[src/rtl/epg_pkg.sv]
package epg_pkg;
  typedef enum logic [1:0] {
    PM_NORM = 2'd0,
    PM_MECH = 2'd1,
    PM_OVR  = 2'd2
  } epg_pinmode_e;

  localparam int CLR_PULSE = 0;
  localparam int CLR_DIR   = 1;
  localparam int CLR_OOR   = 2;
  localparam int CLR_W     = 3;
endpackage

[src/rtl/epg_accum.sv]
module epg_accum #(
  parameter int W        = 16,
  parameter int RW       = 12,
  parameter int FRAC     = 5,
  parameter int RATE_CAP = 256,
  parameter int CW       = 8
) (
  input  logic                 clk,
  input  logic                 rst_n,
  input  logic                 smp_stb,
  input  logic [W-1:0]         pwr_in,
  input  logic [W-1:0]         pwr_ofs,
  input  logic [RW-1:0]        rate_cfg,
  input  logic                 creep_en,
  input  logic [CW-1:0]        creep_lim,
  output logic                 ev_valid,
  output logic                 ev_fire,
  output logic                 ev_neg,
  output logic                 ev_over
);
  localparam int SW  = W + 1;
  localparam int PW  = SW + RW + 1;
  localparam int QSH = W - 1 + FRAC;
  localparam int AW  = PW + 2;
  localparam logic [AW-1:0] ONE_A = {{(AW-1){1'b0}}, 1'b1};
  localparam logic signed [AW-1:0] QV  = $signed(ONE_A << QSH);
  localparam logic signed [AW-1:0] QV2 = $signed(ONE_A << (QSH + 1));
  localparam logic signed [AW-1:0] QM1 = QV - $signed(ONE_A);
  localparam logic [RW-1:0] CAP = RW'(RATE_CAP);
  localparam logic [CW-1:0] IDLE_MAX = {CW{1'b1}};

  logic signed [AW-1:0] acc_q, acc_d, nxt, mag, inc_x;
  logic signed [SW-1:0] psum;
  logic signed [PW-1:0] psum_x, rate_x, inc;
  logic [RW-1:0]        rate_eff;
  logic [CW-1:0]        idle_q, idle_d;
  logic [CW:0]          idle_inc;
  logic                 neg, fire, over, creep_hit;
  logic                 vld_d, fire_d, neg_d, over_d;

  always_comb begin
    psum     = $signed({pwr_in[W-1], pwr_in}) + $signed({pwr_ofs[W-1], pwr_ofs});
    rate_eff = (rate_cfg > CAP) ? CAP : rate_cfg;
    psum_x   = {{(PW-SW){psum[SW-1]}}, psum};
    rate_x   = {{(PW-RW){1'b0}}, rate_eff};
    inc      = psum_x * rate_x;
    inc_x    = {{(AW-PW){inc[PW-1]}}, inc};
    nxt      = acc_q + inc_x;
    neg      = nxt[AW-1];
    mag      = neg ? -nxt : nxt;
    fire     = (mag >= QV);
    over     = (mag >= QV2);
    idle_inc = {1'b0, idle_q} + {{CW{1'b0}}, 1'b1};
    creep_hit = creep_en && !fire && (idle_inc >= {1'b0, creep_lim});

    acc_d  = acc_q;
    idle_d = idle_q;
    vld_d  = smp_stb;
    fire_d = 1'b0;
    neg_d  = 1'b0;
    over_d = 1'b0;
    if (smp_stb) begin
      fire_d = fire;
      neg_d  = fire && neg;
      over_d = over;
      if (over) begin
        acc_d  = neg ? -QM1 : QM1;
        idle_d = '0;
      end else if (fire) begin
        acc_d  = neg ? (nxt + QV) : (nxt - QV);
        idle_d = '0;
      end else if (creep_hit) begin
        acc_d  = '0;
        idle_d = '0;
      end else begin
        acc_d  = nxt;
        idle_d = (idle_q == IDLE_MAX) ? idle_q : idle_inc[CW-1:0];
      end
    end
  end

  always_ff @(posedge clk or negedge rst_n) begin
    if (!rst_n) begin
      acc_q    <= '0;
      idle_q   <= '0;
      ev_valid <= 1'b0;
      ev_fire  <= 1'b0;
      ev_neg   <= 1'b0;
      ev_over  <= 1'b0;
    end else begin
      if (smp_stb) begin
        acc_q  <= acc_d;
        idle_q <= idle_d;
      end
      ev_valid <= vld_d;
      ev_fire  <= fire_d;
      ev_neg   <= neg_d;
      ev_over  <= over_d;
    end
  end

  // residue stays strictly inside one quantum between samples
  a_r3_residue_bound: assert property (@(posedge clk) disable iff (!rst_n)
    (acc_q < QV) && (acc_q > -QV));
endmodule

[src/rtl/epg_status.sv]
module epg_status
  import epg_pkg::*;
(
  input  logic             clk,
  input  logic             rst_n,
  input  logic             ev_valid,
  input  logic             ev_fire,
  input  logic             ev_neg,
  input  logic             ev_over,
  input  logic [CLR_W-1:0] st_clr,
  output logic             st_pulse,
  output logic             st_dir,
  output logic             st_oor
);
  logic pulse_d, dir_d, oor_d;

  always_comb begin
    pulse_d = st_pulse;
    dir_d   = st_dir;
    oor_d   = st_oor;
    if (st_clr[CLR_PULSE]) pulse_d = 1'b0;
    if (st_clr[CLR_DIR])   dir_d   = 1'b0;
    if (st_clr[CLR_OOR])   oor_d   = 1'b0;
    if (ev_valid) begin
      pulse_d = ev_fire;
      dir_d   = ev_fire && ev_neg;
      if (ev_over) oor_d = 1'b1;
    end
  end

  always_ff @(posedge clk or negedge rst_n) begin
    if (!rst_n) begin
      st_pulse <= 1'b0;
      st_dir   <= 1'b0;
      st_oor   <= 1'b0;
    end else begin
      st_pulse <= pulse_d;
      st_dir   <= dir_d;
      st_oor   <= oor_d;
    end
  end

  // overrun flag only rises after an overrunning sample
  a_r6_oor_cause: assert property (@(posedge clk) disable iff (!rst_n)
    $rose(st_oor) |-> $past(ev_valid && ev_over));
endmodule

[src/rtl/epg_pins.sv]
module epg_pins
  import epg_pkg::*;
#(
  parameter int PWW = 10
) (
  input  logic           clk,
  input  logic           rst_n,
  input  logic           smp_stb,
  input  logic           ev_valid,
  input  logic           ev_fire,
  input  logic           ev_neg,
  input  logic [PWW-1:0] width_cfg,
  input  logic           mech_en,
  input  logic           ovr_en,
  input  logic           ovr_pulse,
  input  logic           ovr_dir,
  input  logic           odrain_en,
  output logic           epin_o,
  output logic           epin_oe,
  output logic           dpin_o,
  output logic           dpin_oe
);
  localparam logic [PWW-1:0] ONE_W = {{(PWW-1){1'b0}}, 1'b1};

  epg_pinmode_e   mode;
  logic           req, p_val, d_val;
  logic           act_q, act_d, adir_q, adir_d, pend_q, pend_d, pdir_q, pdir_d;
  logic [PWW-1:0] rem_q, rem_d, wid_eff;

  always_comb begin
    mode    = ovr_en ? PM_OVR : (mech_en ? PM_MECH : PM_NORM);
    req     = ev_valid && ev_fire;
    wid_eff = (width_cfg == '0) ? ONE_W : width_cfg;

    act_d  = act_q;
    rem_d  = rem_q;
    adir_d = adir_q;
    pend_d = pend_q;
    pdir_d = pdir_q;
    if (mode != PM_MECH) begin
      act_d  = 1'b0;
      pend_d = 1'b0;
      rem_d  = '0;
    end else if (!act_q && (pend_q || req)) begin
      act_d  = 1'b1;
      rem_d  = wid_eff;
      adir_d = pend_q ? pdir_q : ev_neg;
      pend_d = pend_q && req;
      pdir_d = ev_neg;
    end else if (act_q) begin
      if (smp_stb) begin
        if (rem_q <= ONE_W) act_d = 1'b0;
        else                rem_d = rem_q - ONE_W;
      end
      if (req) begin
        pend_d = 1'b1;
        if (!pend_q) pdir_d = ev_neg;
      end
    end

    case (mode)
      PM_MECH: begin p_val = act_q;     d_val = act_q && adir_q; end
      PM_OVR:  begin p_val = ovr_pulse; d_val = ovr_dir;         end
      default: begin p_val = req;       d_val = req && ev_neg;   end
    endcase

    epin_o  = odrain_en ? 1'b0 : p_val;
    epin_oe = odrain_en ? !p_val : 1'b1;
    dpin_o  = odrain_en ? 1'b0 : d_val;
    dpin_oe = odrain_en ? !d_val : 1'b1;
  end

  always_ff @(posedge clk or negedge rst_n) begin
    if (!rst_n) begin
      act_q  <= 1'b0;
      rem_q  <= '0;
      adir_q <= 1'b0;
      pend_q <= 1'b0;
      pdir_q <= 1'b0;
    end else begin
      act_q  <= act_d;
      rem_q  <= rem_d;
      adir_q <= adir_d;
      pend_q <= pend_d;
      pdir_q <= pdir_d;
    end
  end

  // direction pin only accompanies a pulse outside manual mode
  a_r4_dir_with_pulse: assert property (@(posedge clk) disable iff (!rst_n)
    (mode != PM_OVR && d_val) |-> p_val);
  // plain pulses follow a sample strobe by one clock
  a_r7_after_sample: assert property (@(posedge clk) disable iff (!rst_n)
    (mode == PM_NORM && p_val) |-> $past(smp_stb));
  // a stretched pulse only ends on a sample strobe
  a_r8_end_on_strobe: assert property (@(posedge clk) disable iff (!rst_n)
    (mode == PM_MECH && $past(mode == PM_MECH) && $fell(act_q)) |-> $past(smp_stb));
  // open-drain pins never drive high
  a_r11_odrain_low: assert property (@(posedge clk) disable iff (!rst_n)
    odrain_en |-> (!epin_o && !dpin_o));
endmodule

[src/rtl/energy_pulse_gen.sv]
module energy_pulse_gen
  import epg_pkg::*;
#(
  parameter int PWR_W    = 16,
  parameter int RATE_W   = 12,
  parameter int RATE_CAP = 256,
  parameter int PWID_W   = 10,
  parameter int CREEP_W  = 8
) (
  input  logic              clk,
  input  logic              rst_n,
  input  logic              smp_stb,
  input  logic [PWR_W-1:0]  pwr_in,
  input  logic [PWR_W-1:0]  pwr_ofs,
  input  logic [RATE_W-1:0] rate_cfg,
  input  logic [PWID_W-1:0] width_cfg,
  input  logic [CREEP_W-1:0] creep_lim,
  input  logic              mech_en,
  input  logic              ovr_en,
  input  logic              ovr_pulse,
  input  logic              ovr_dir,
  input  logic              odrain_en,
  input  logic              creep_en,
  input  logic [CLR_W-1:0]  st_clr,
  output logic              epin_o,
  output logic              epin_oe,
  output logic              dpin_o,
  output logic              dpin_oe,
  output logic              st_pulse,
  output logic              st_dir,
  output logic              st_oor
);
  localparam int RATE_FRAC = 5;

  logic [1:0] rs_q;
  logic       rst_s;
  logic       ev_valid, ev_fire, ev_neg, ev_over;

  always_ff @(posedge clk or negedge rst_n) begin
    if (!rst_n) rs_q <= 2'b00;
    else        rs_q <= {rs_q[0], 1'b1};
  end
  assign rst_s = rs_q[1];

  epg_accum #(
    .W(PWR_W), .RW(RATE_W), .FRAC(RATE_FRAC), .RATE_CAP(RATE_CAP), .CW(CREEP_W)
  ) u_accum (
    .clk(clk), .rst_n(rst_s), .smp_stb(smp_stb), .pwr_in(pwr_in), .pwr_ofs(pwr_ofs),
    .rate_cfg(rate_cfg), .creep_en(creep_en), .creep_lim(creep_lim),
    .ev_valid(ev_valid), .ev_fire(ev_fire), .ev_neg(ev_neg), .ev_over(ev_over)
  );

  epg_status u_status (
    .clk(clk), .rst_n(rst_s), .ev_valid(ev_valid), .ev_fire(ev_fire), .ev_neg(ev_neg),
    .ev_over(ev_over), .st_clr(st_clr), .st_pulse(st_pulse), .st_dir(st_dir), .st_oor(st_oor)
  );

  epg_pins #(.PWW(PWID_W)) u_pins (
    .clk(clk), .rst_n(rst_s), .smp_stb(smp_stb), .ev_valid(ev_valid), .ev_fire(ev_fire),
    .ev_neg(ev_neg), .width_cfg(width_cfg), .mech_en(mech_en), .ovr_en(ovr_en),
    .ovr_pulse(ovr_pulse), .ovr_dir(ovr_dir), .odrain_en(odrain_en),
    .epin_o(epin_o), .epin_oe(epin_oe), .dpin_o(dpin_o), .dpin_oe(dpin_oe)
  );
endmodule

[config.mk]
export PLATFORM = sky130hd
export DESIGN_NAME = energy_pulse_gen
export DESIGN_NICKNAME = d
export VERILOG_FILES = /design/src/rtl/epg_pkg.sv /design/src/rtl/epg_accum.sv /design/src/rtl/epg_status.sv /design/src/rtl/epg_pins.sv /design/src/rtl/energy_pulse_gen.sv
export SDC_FILE = /design/constraint.sdc
export NUM_CORES = 1
export LEC_CHECK = 0
export BUFFER_PORTS_ARGS = -buffer_cell sky130_fd_sc_hd__buf_2
export CORE_ASPECT_RATIO = 0.8
export CORE_MARGIN = 3
export CORE_UTILIZATION = 50
export DETAILED_ROUTE_END_ITERATION = 16
export PLACE_DENSITY = 0.66
export SLEW_MARGIN = 20
export SYNTH_ARGS = -nofsm -noshare
export SYNTH_HDL_FRONTEND = slang
export SYNTH_SLANG_ARGS = --single-unit
[constraint.sdc]
create_clock -name clk -period 2.28 [get_ports clk]
set_clock_uncertainty 0.2 [all_clocks]
set_input_delay 0.456 -clock clk [delete_from_list [all_inputs] [get_ports clk]]
set_output_delay 0.456 -clock clk [all_outputs]
set_load 0.01 [all_outputs]
# ---- Word level (Yosys, flattened, before mapping)
# Index checks and enable logic that the tools add are counted.
# W data, S select, Z words.
dict set report word_totals {
  ff_bits 63
  inputBits 74
}
dict set report op_classes {
  bitwise 1
  mux 48
  n_mul 1
  n_lt_le_gt_ge 5
  eq_ne 6
  n_reduce_logical 27
  addsub 7
}
# op count
set ops {}
lappend ops {{$mux W32} 6}
lappend ops {{$mux W10} 6}
lappend ops {{$add A32 B22 Y32 const B} 1}
lappend ops {{$add A32 B30 Y32} 1}
lappend ops {{$ge A32 B22 Y1 const B} 1}
lappend ops {{$ge A32 B23 Y1 const B} 1}
lappend ops {{$mux W8} 4}
lappend ops {{$neg A32 Y32} 1}
lappend ops {{$sub A32 B22 Y32 const B} 1}
lappend ops {{$mul A17 B13 Y30} 1}
lappend ops {{$mux W1} 28}
lappend ops {{$add A16 B16 Y17} 1}
lappend ops {{$gt A12 B9 Y1 const B} 1}
lappend ops {{$mux W12} 1}
lappend ops {{$le A10 B1 Y1 const B} 1}
lappend ops {{$logic_not A10 Y1} 1}
lappend ops {{$sub A10 B1 Y10 const B} 1}
lappend ops {{$add A8 B1 Y9 const B} 1}
lappend ops {{$ge A9 B8 Y1} 1}
lappend ops {{$logic_and A1 B1 Y1} 9}
lappend ops {{$reduce_bool A3 Y1} 3}
lappend ops {{$eq A8 B8 Y1 const B} 1}
lappend ops {{$reduce_bool A2 Y1} 4}
lappend ops {{$reduce_and A2 Y1} 3}
lappend ops {{other kinds (11)} 16}

# ---- Longest topological paths before layout
dict set report depth {
  ltp_word 13
  depth_mapped 48
  ltp_nobuf 47
}

# ---- Cells and area by module
# Synthesis repeated with hierarchy kept, for this count alone.
dict set report hier_totals {
  cells_unflattened 1666
  hier_area_um2 14303.7
}
# mod n_inst area_per_inst_um2 cells_per_inst
set modules_own_cells {}
lappend modules_own_cells {epg_accum 1 13077.5 1531}
lappend modules_own_cells {epg_pins 1 1056.0 121}
lappend modules_own_cells {epg_status 1 116.4 11}
lappend modules_own_cells {energy_pulse_gen 1 53.8 3}

# ---- Worst setup path after synthesis
# Ideal clock, no wire load.
dict set report synth_path {
  path_kind {input -> register}
  start {in pwr_in[0]}
  end {reg u_accum.acc_q[30]}
  setup_ns 0.101
  t_required_ns 1.979
  n_path_buf 2
  arrival_time_ns 10.781
  path_stages 48
  slack_ns -8.801
  cell_sequence {ha_1 -> inv_1 -> fa_1 -> nor2b_1 -> o21ai_0 -> a21boi_0 -> o21ai_0 -> a21boi_0 -> o21ai_0 -> a21boi_0 -> o21ai_0 -> nand2b_1 -> a21o_1 -> a21oi_1 -> xnor2_1 -> nor2b_1 -> fa_1 -> inv_1 -> (+12 left out) -> a21boi_0 -> o21ai_0 -> nand3_1 -> nand3_1 -> inv_1 -> clkbuf_1 -> ha_1 -> a21o_1 -> a21oi_1 -> o21bai_1 -> a21oi_1 -> o21bai_1 -> a21oi_1 -> o21bai_1 -> a21oi_1 -> xnor2_1 -> a211oi_1 -> o32ai_1}
}
dict set report synth_via {
  elab_chain_len 12
  word_cells_on_any_way 17
}
# item line
set synth_rtl {}
lappend synth_rtl {{start: declaration} energy_pulse_gen.sv:13} ;# input logic [PWR_W-1:0] pwr_in,
lappend synth_rtl {{$add A16 B16 Y17 (*)} epg_accum.sv:42} ;# psum = $signed({pwr_in[W-1], pwr_in}) + $signed({pwr_ofs[W-1], pwr_ofs});
lappend synth_rtl {{$mul A17 B13 Y30 (*)} epg_accum.sv:46} ;# inc = psum_x * rate_x;
lappend synth_rtl {{$add A32 B30 Y32 (*)} epg_accum.sv:48} ;# nxt = acc_q + inc_x;
lappend synth_rtl {{$neg A32 Y32} epg_accum.sv:50} ;# mag = neg ? -nxt : nxt;
lappend synth_rtl {{$mux W32} epg_accum.sv:50}
lappend synth_rtl {{$ge A32 B22 Y1} epg_accum.sv:51} ;# fire = (mag >= QV);
lappend synth_rtl {{$logic_not A1 Y1} epg_accum.sv:54} ;# creep_hit = creep_en && !fire && (idle_inc >= {1'b0, creep_lim});
lappend synth_rtl {{$logic_and A1 B1 Y1 (2 in a row)} epg_accum.sv:54}
lappend synth_rtl {{$mux W32} epg_accum.sv:72} ;# end else if (creep_hit) begin
lappend synth_rtl {{$mux W32} epg_accum.sv:69} ;# end else if (fire) begin
lappend synth_rtl {{$mux W32 (*)} epg_accum.sv:66} ;# if (over) begin
lappend synth_rtl {{end signal: assignment} epg_accum.sv:84} ;# acc_q <= '0;
lappend synth_rtl {{end signal: assignment} epg_accum.sv:92} ;# acc_q <= acc_d;
lappend synth_rtl {{end: declaration} epg_accum.sv:32} ;# logic signed [AW-1:0] acc_q, acc_d, nxt, mag, inc_x;
# Every way passes the cells marked *; elsewhere a longest branch is shown, timed or not.
# A chain may end at the register's enable or synchronous reset.

# ---- Final worst setup path
dict set report layout_path {
  start {in pwr_ofs[1]}
  end {reg u_accum.acc_q[22]}
}
dict set report layout_via {
  elab_chain_len 12
  word_cells_on_any_way 17
}
# item line
set layout_rtl {}
lappend layout_rtl {{start: declaration} energy_pulse_gen.sv:14} ;# input logic [PWR_W-1:0] pwr_ofs,
lappend layout_rtl {{$add A16 B16 Y17 (*)} epg_accum.sv:42}
lappend layout_rtl {{$mul A17 B13 Y30 (*)} epg_accum.sv:46}
lappend layout_rtl {{$add A32 B30 Y32 (*)} epg_accum.sv:48}
lappend layout_rtl {{$neg A32 Y32} epg_accum.sv:50}
lappend layout_rtl {{$mux W32} epg_accum.sv:50}
lappend layout_rtl {{$ge A32 B22 Y1} epg_accum.sv:51}
lappend layout_rtl {{$logic_not A1 Y1} epg_accum.sv:54}
lappend layout_rtl {{$logic_and A1 B1 Y1 (2 in a row)} epg_accum.sv:54}
lappend layout_rtl {{$mux W32} epg_accum.sv:72}
lappend layout_rtl {{$mux W32} epg_accum.sv:69}
lappend layout_rtl {{$mux W32 (*)} epg_accum.sv:66}
# Marks and branches as above.

==> metrics.csv <==
metric;value;unit
Sink Count;63;
Num CTS Buffers;9;
first element of the critical path;pwr_ofs[1];
Async S/R FF share, synth;100;%
Critical R2R Launch;u_accum.acc_q[5];
DRC viols;0;
Starting Density;51.0;%
pins over their slew limit;0;
std cell rows;54;
TritonCTS clock tree;yes;
global-route wire length before repair;65100;um
CP max-delay cell;fa_1;
r2r setup slk;-3470;ps
core box area;0.0274;mm2
Clk Latency, worst-skew pair;340;ps
post-route cell area;0.0201;mm2
commonest non-fill, non-tap cell in the layout;buf_4;
Tcrit/Tclk final;429;%
drt wl/cell;15.7;um
syn avg cell area;8.51;um2
Crit Path Category;in2reg;
EDFF count, synth;0;
failing checks;negative setup slack;
RSZ-0062 raised after global routing;true;
Routed Wire Length;39900;um
post-synthesis sequential area ratio;11.3;%
Ports;81;
remaining global-route overflow;0;
initial DRC count;742;
worst-margin pin slew;548;ps
most frequent cells in the layout;buf_4 (407), inv_1 (319), fa_1 (215);
hpwl dp;32000;um
via count;13453;
fill count;2070;
setup TNS;-319280;ps
Ant. Diodes;0;
vias per cell;5.28;
Cell Area, Synth;0.0140;mm2
initial antenna violation count;0;
Post-synth top flop;dfrtp_1;
Seq cells post-synth;63;
clk root buf;clkbuf_16;
Port Buffer Count;80;
Post-Syn Instances;1644;
# setup viols final;44;
Max H-tree Level;3;
Rel. slew slack;63.4;%
Yosys cell types;92;
cell mode on critical path;fa_1;
die area;0.0300;mm2
CP peak stage delay;500;ps
WP data arrival;9810;ps
CP Buf/Inv Count;12;
critical path endpoint category;flip-flop;
startpoint types;input port;
Ys Warns;0;
fmax;102;MHz
WP data required;2300;ps
placed cell area;0.0181;mm2
DIE WIDTH;193;um
worst-path fanout max;5;
nets;2591;
routability cong.;0.906;
Total GRT Usage;26.5;%
vias in the first global route;13698;
die height;156;um
Clock Tree Buf Depth;2;
area grow syn2layout;43.5;%
Period minus WS final;9790;ps
Worst path top cell family by delay;compound AO/OA/AOI/OAI gates;
Post-DRT Antenna Nets;0;
Hold Path Class;reg2async;
setup ws final;-7510;ps
final hold viol count;0;
status;finished, violations left;
MaxCap Viol Count;0;
largest net degree at the start of global routing;43;
Worst-path clk slew;60;ps
drt first pass iters;5;
share of layout cells above drive strength 1;36.1;%
[path summary, 6_finish.rpt]
kind                                endpoint  cells after the start
max                        u_accum.acc_q[22]                     48
min                         u_accum.acc_q[3]                      0
max reg2reg                u_accum.idle_q[5]                     22
min reg2reg                 u_accum.acc_q[3]                      0
max in group asynchronous  u_accum.idle_q[5]                      1
min in group clk             u_status.st_oor                      2
[kinds of logic (layout without fill, tap and decap cells)]
family,count (synthesis),count (layout),share of synthesized area [%]
simple gates,507,507,17.4
buf+inv,377,863,10.6
fa+ha+maj,338,338,42.0
compound gates,287,287,14.1
flops,63,63,11.3
xor+xnor,61,61,3.92
mux,9,9,0.671
other cells,2,55,0.0537
[metal layers]
metal / share of wire [%] / track usage [%] / wire length [um] / vias to the layer above
met1: 44 / 37.7 / 17600 / 6659
li1: - / - / - / 6386
met5: 0 / 0 / 0 / -
met3: 5.3 / 4.13 / 2130 / 65
met4: 1.8 / 5.30 / 707 / 0
met2: 49 / 43.6 / 19400 / 343
[per-stage QoR]
stage,setup WS [ps],hold slack (ps),utilization (%),cells
global placement,-8210,43.4,65.8,2472
detailed placement,-8280,45.6,65.8,2472
floorplan,-7360,-39.6,-,1697
CTS,-7560,75.6,70.0,2527
finish,-7510,58.1,73.2,2547
global route,-7930,101,73.2,2547
[what timing repair did]
action	in CTS	in global routing
endpoints found under the setup margin	48	51
endpoints found under the hold margin	2	0
pin swaps	79	94
setup buffers	38	22
resized for setup	111	145
cloned	2	1
hold buffers	1	0
[state kept, by name, indices dropped and copies added (netlist names), 2 cells and up]
name and cells:
u_accum.idle_q 8, u_pins.rem_q 10, rs_q 2, u_accum.acc_q 32
[cell usage after synthesis, drive strengths merged (9+ instances only)]
| cell type | number | area share, % |
|---|---|---|
| buf | 9 | 0.48 |
| a21oi | 67 | 2.5 |
| and2 | 14 | 0.64 |
| or3 | 9 | 0.41 |
| nand2b | 10 | 0.45 |
| o21ai | 52 | 1.9 |
| o211ai | 16 | 0.86 |
| ha | 118 | 11 |
| nor4 | 21 | 1.2 |
| or2 | 10 | 0.45 |
| a211oi | 20 | 1.2 |
| nand4 | 13 | 0.58 |
| clkbuf | 39 | 1.3 |
| o22ai | 24 | 1.1 |
| nand2 | 149 | 4.0 |
| nor2 | 163 | 4.4 |
| fa | 220 | 31 |
| nand3 | 29 | 1.0 |
| and3 | 9 | 0.40 |
| inv | 328 | 8.8 |
| nor2b | 19 | 0.85 |
| xor2 | 25 | 1.6 |
| xnor2 | 35 | 2.2 |
| a21o | 24 | 1.3 |
| nor3 | 29 | 1.1 |
| dfrtp | 63 | 11 |
[final cells by class]
type                       instances  area [um2]  share of cell area (%)
clock inverter                     4        47.5                   0.237
timing repair buffer             520        3990                    19.9
multi-input combinational       1257       12500                    62.4
clock buffer                      11         243                    1.21
tap                              364         455                    2.27
sequential                        63        1580                    7.86
inverter                         328        1240                    6.17
Power is not shown: default switching activity piles up to over one toggle a cycle in this logic, so the estimate is an artifact.
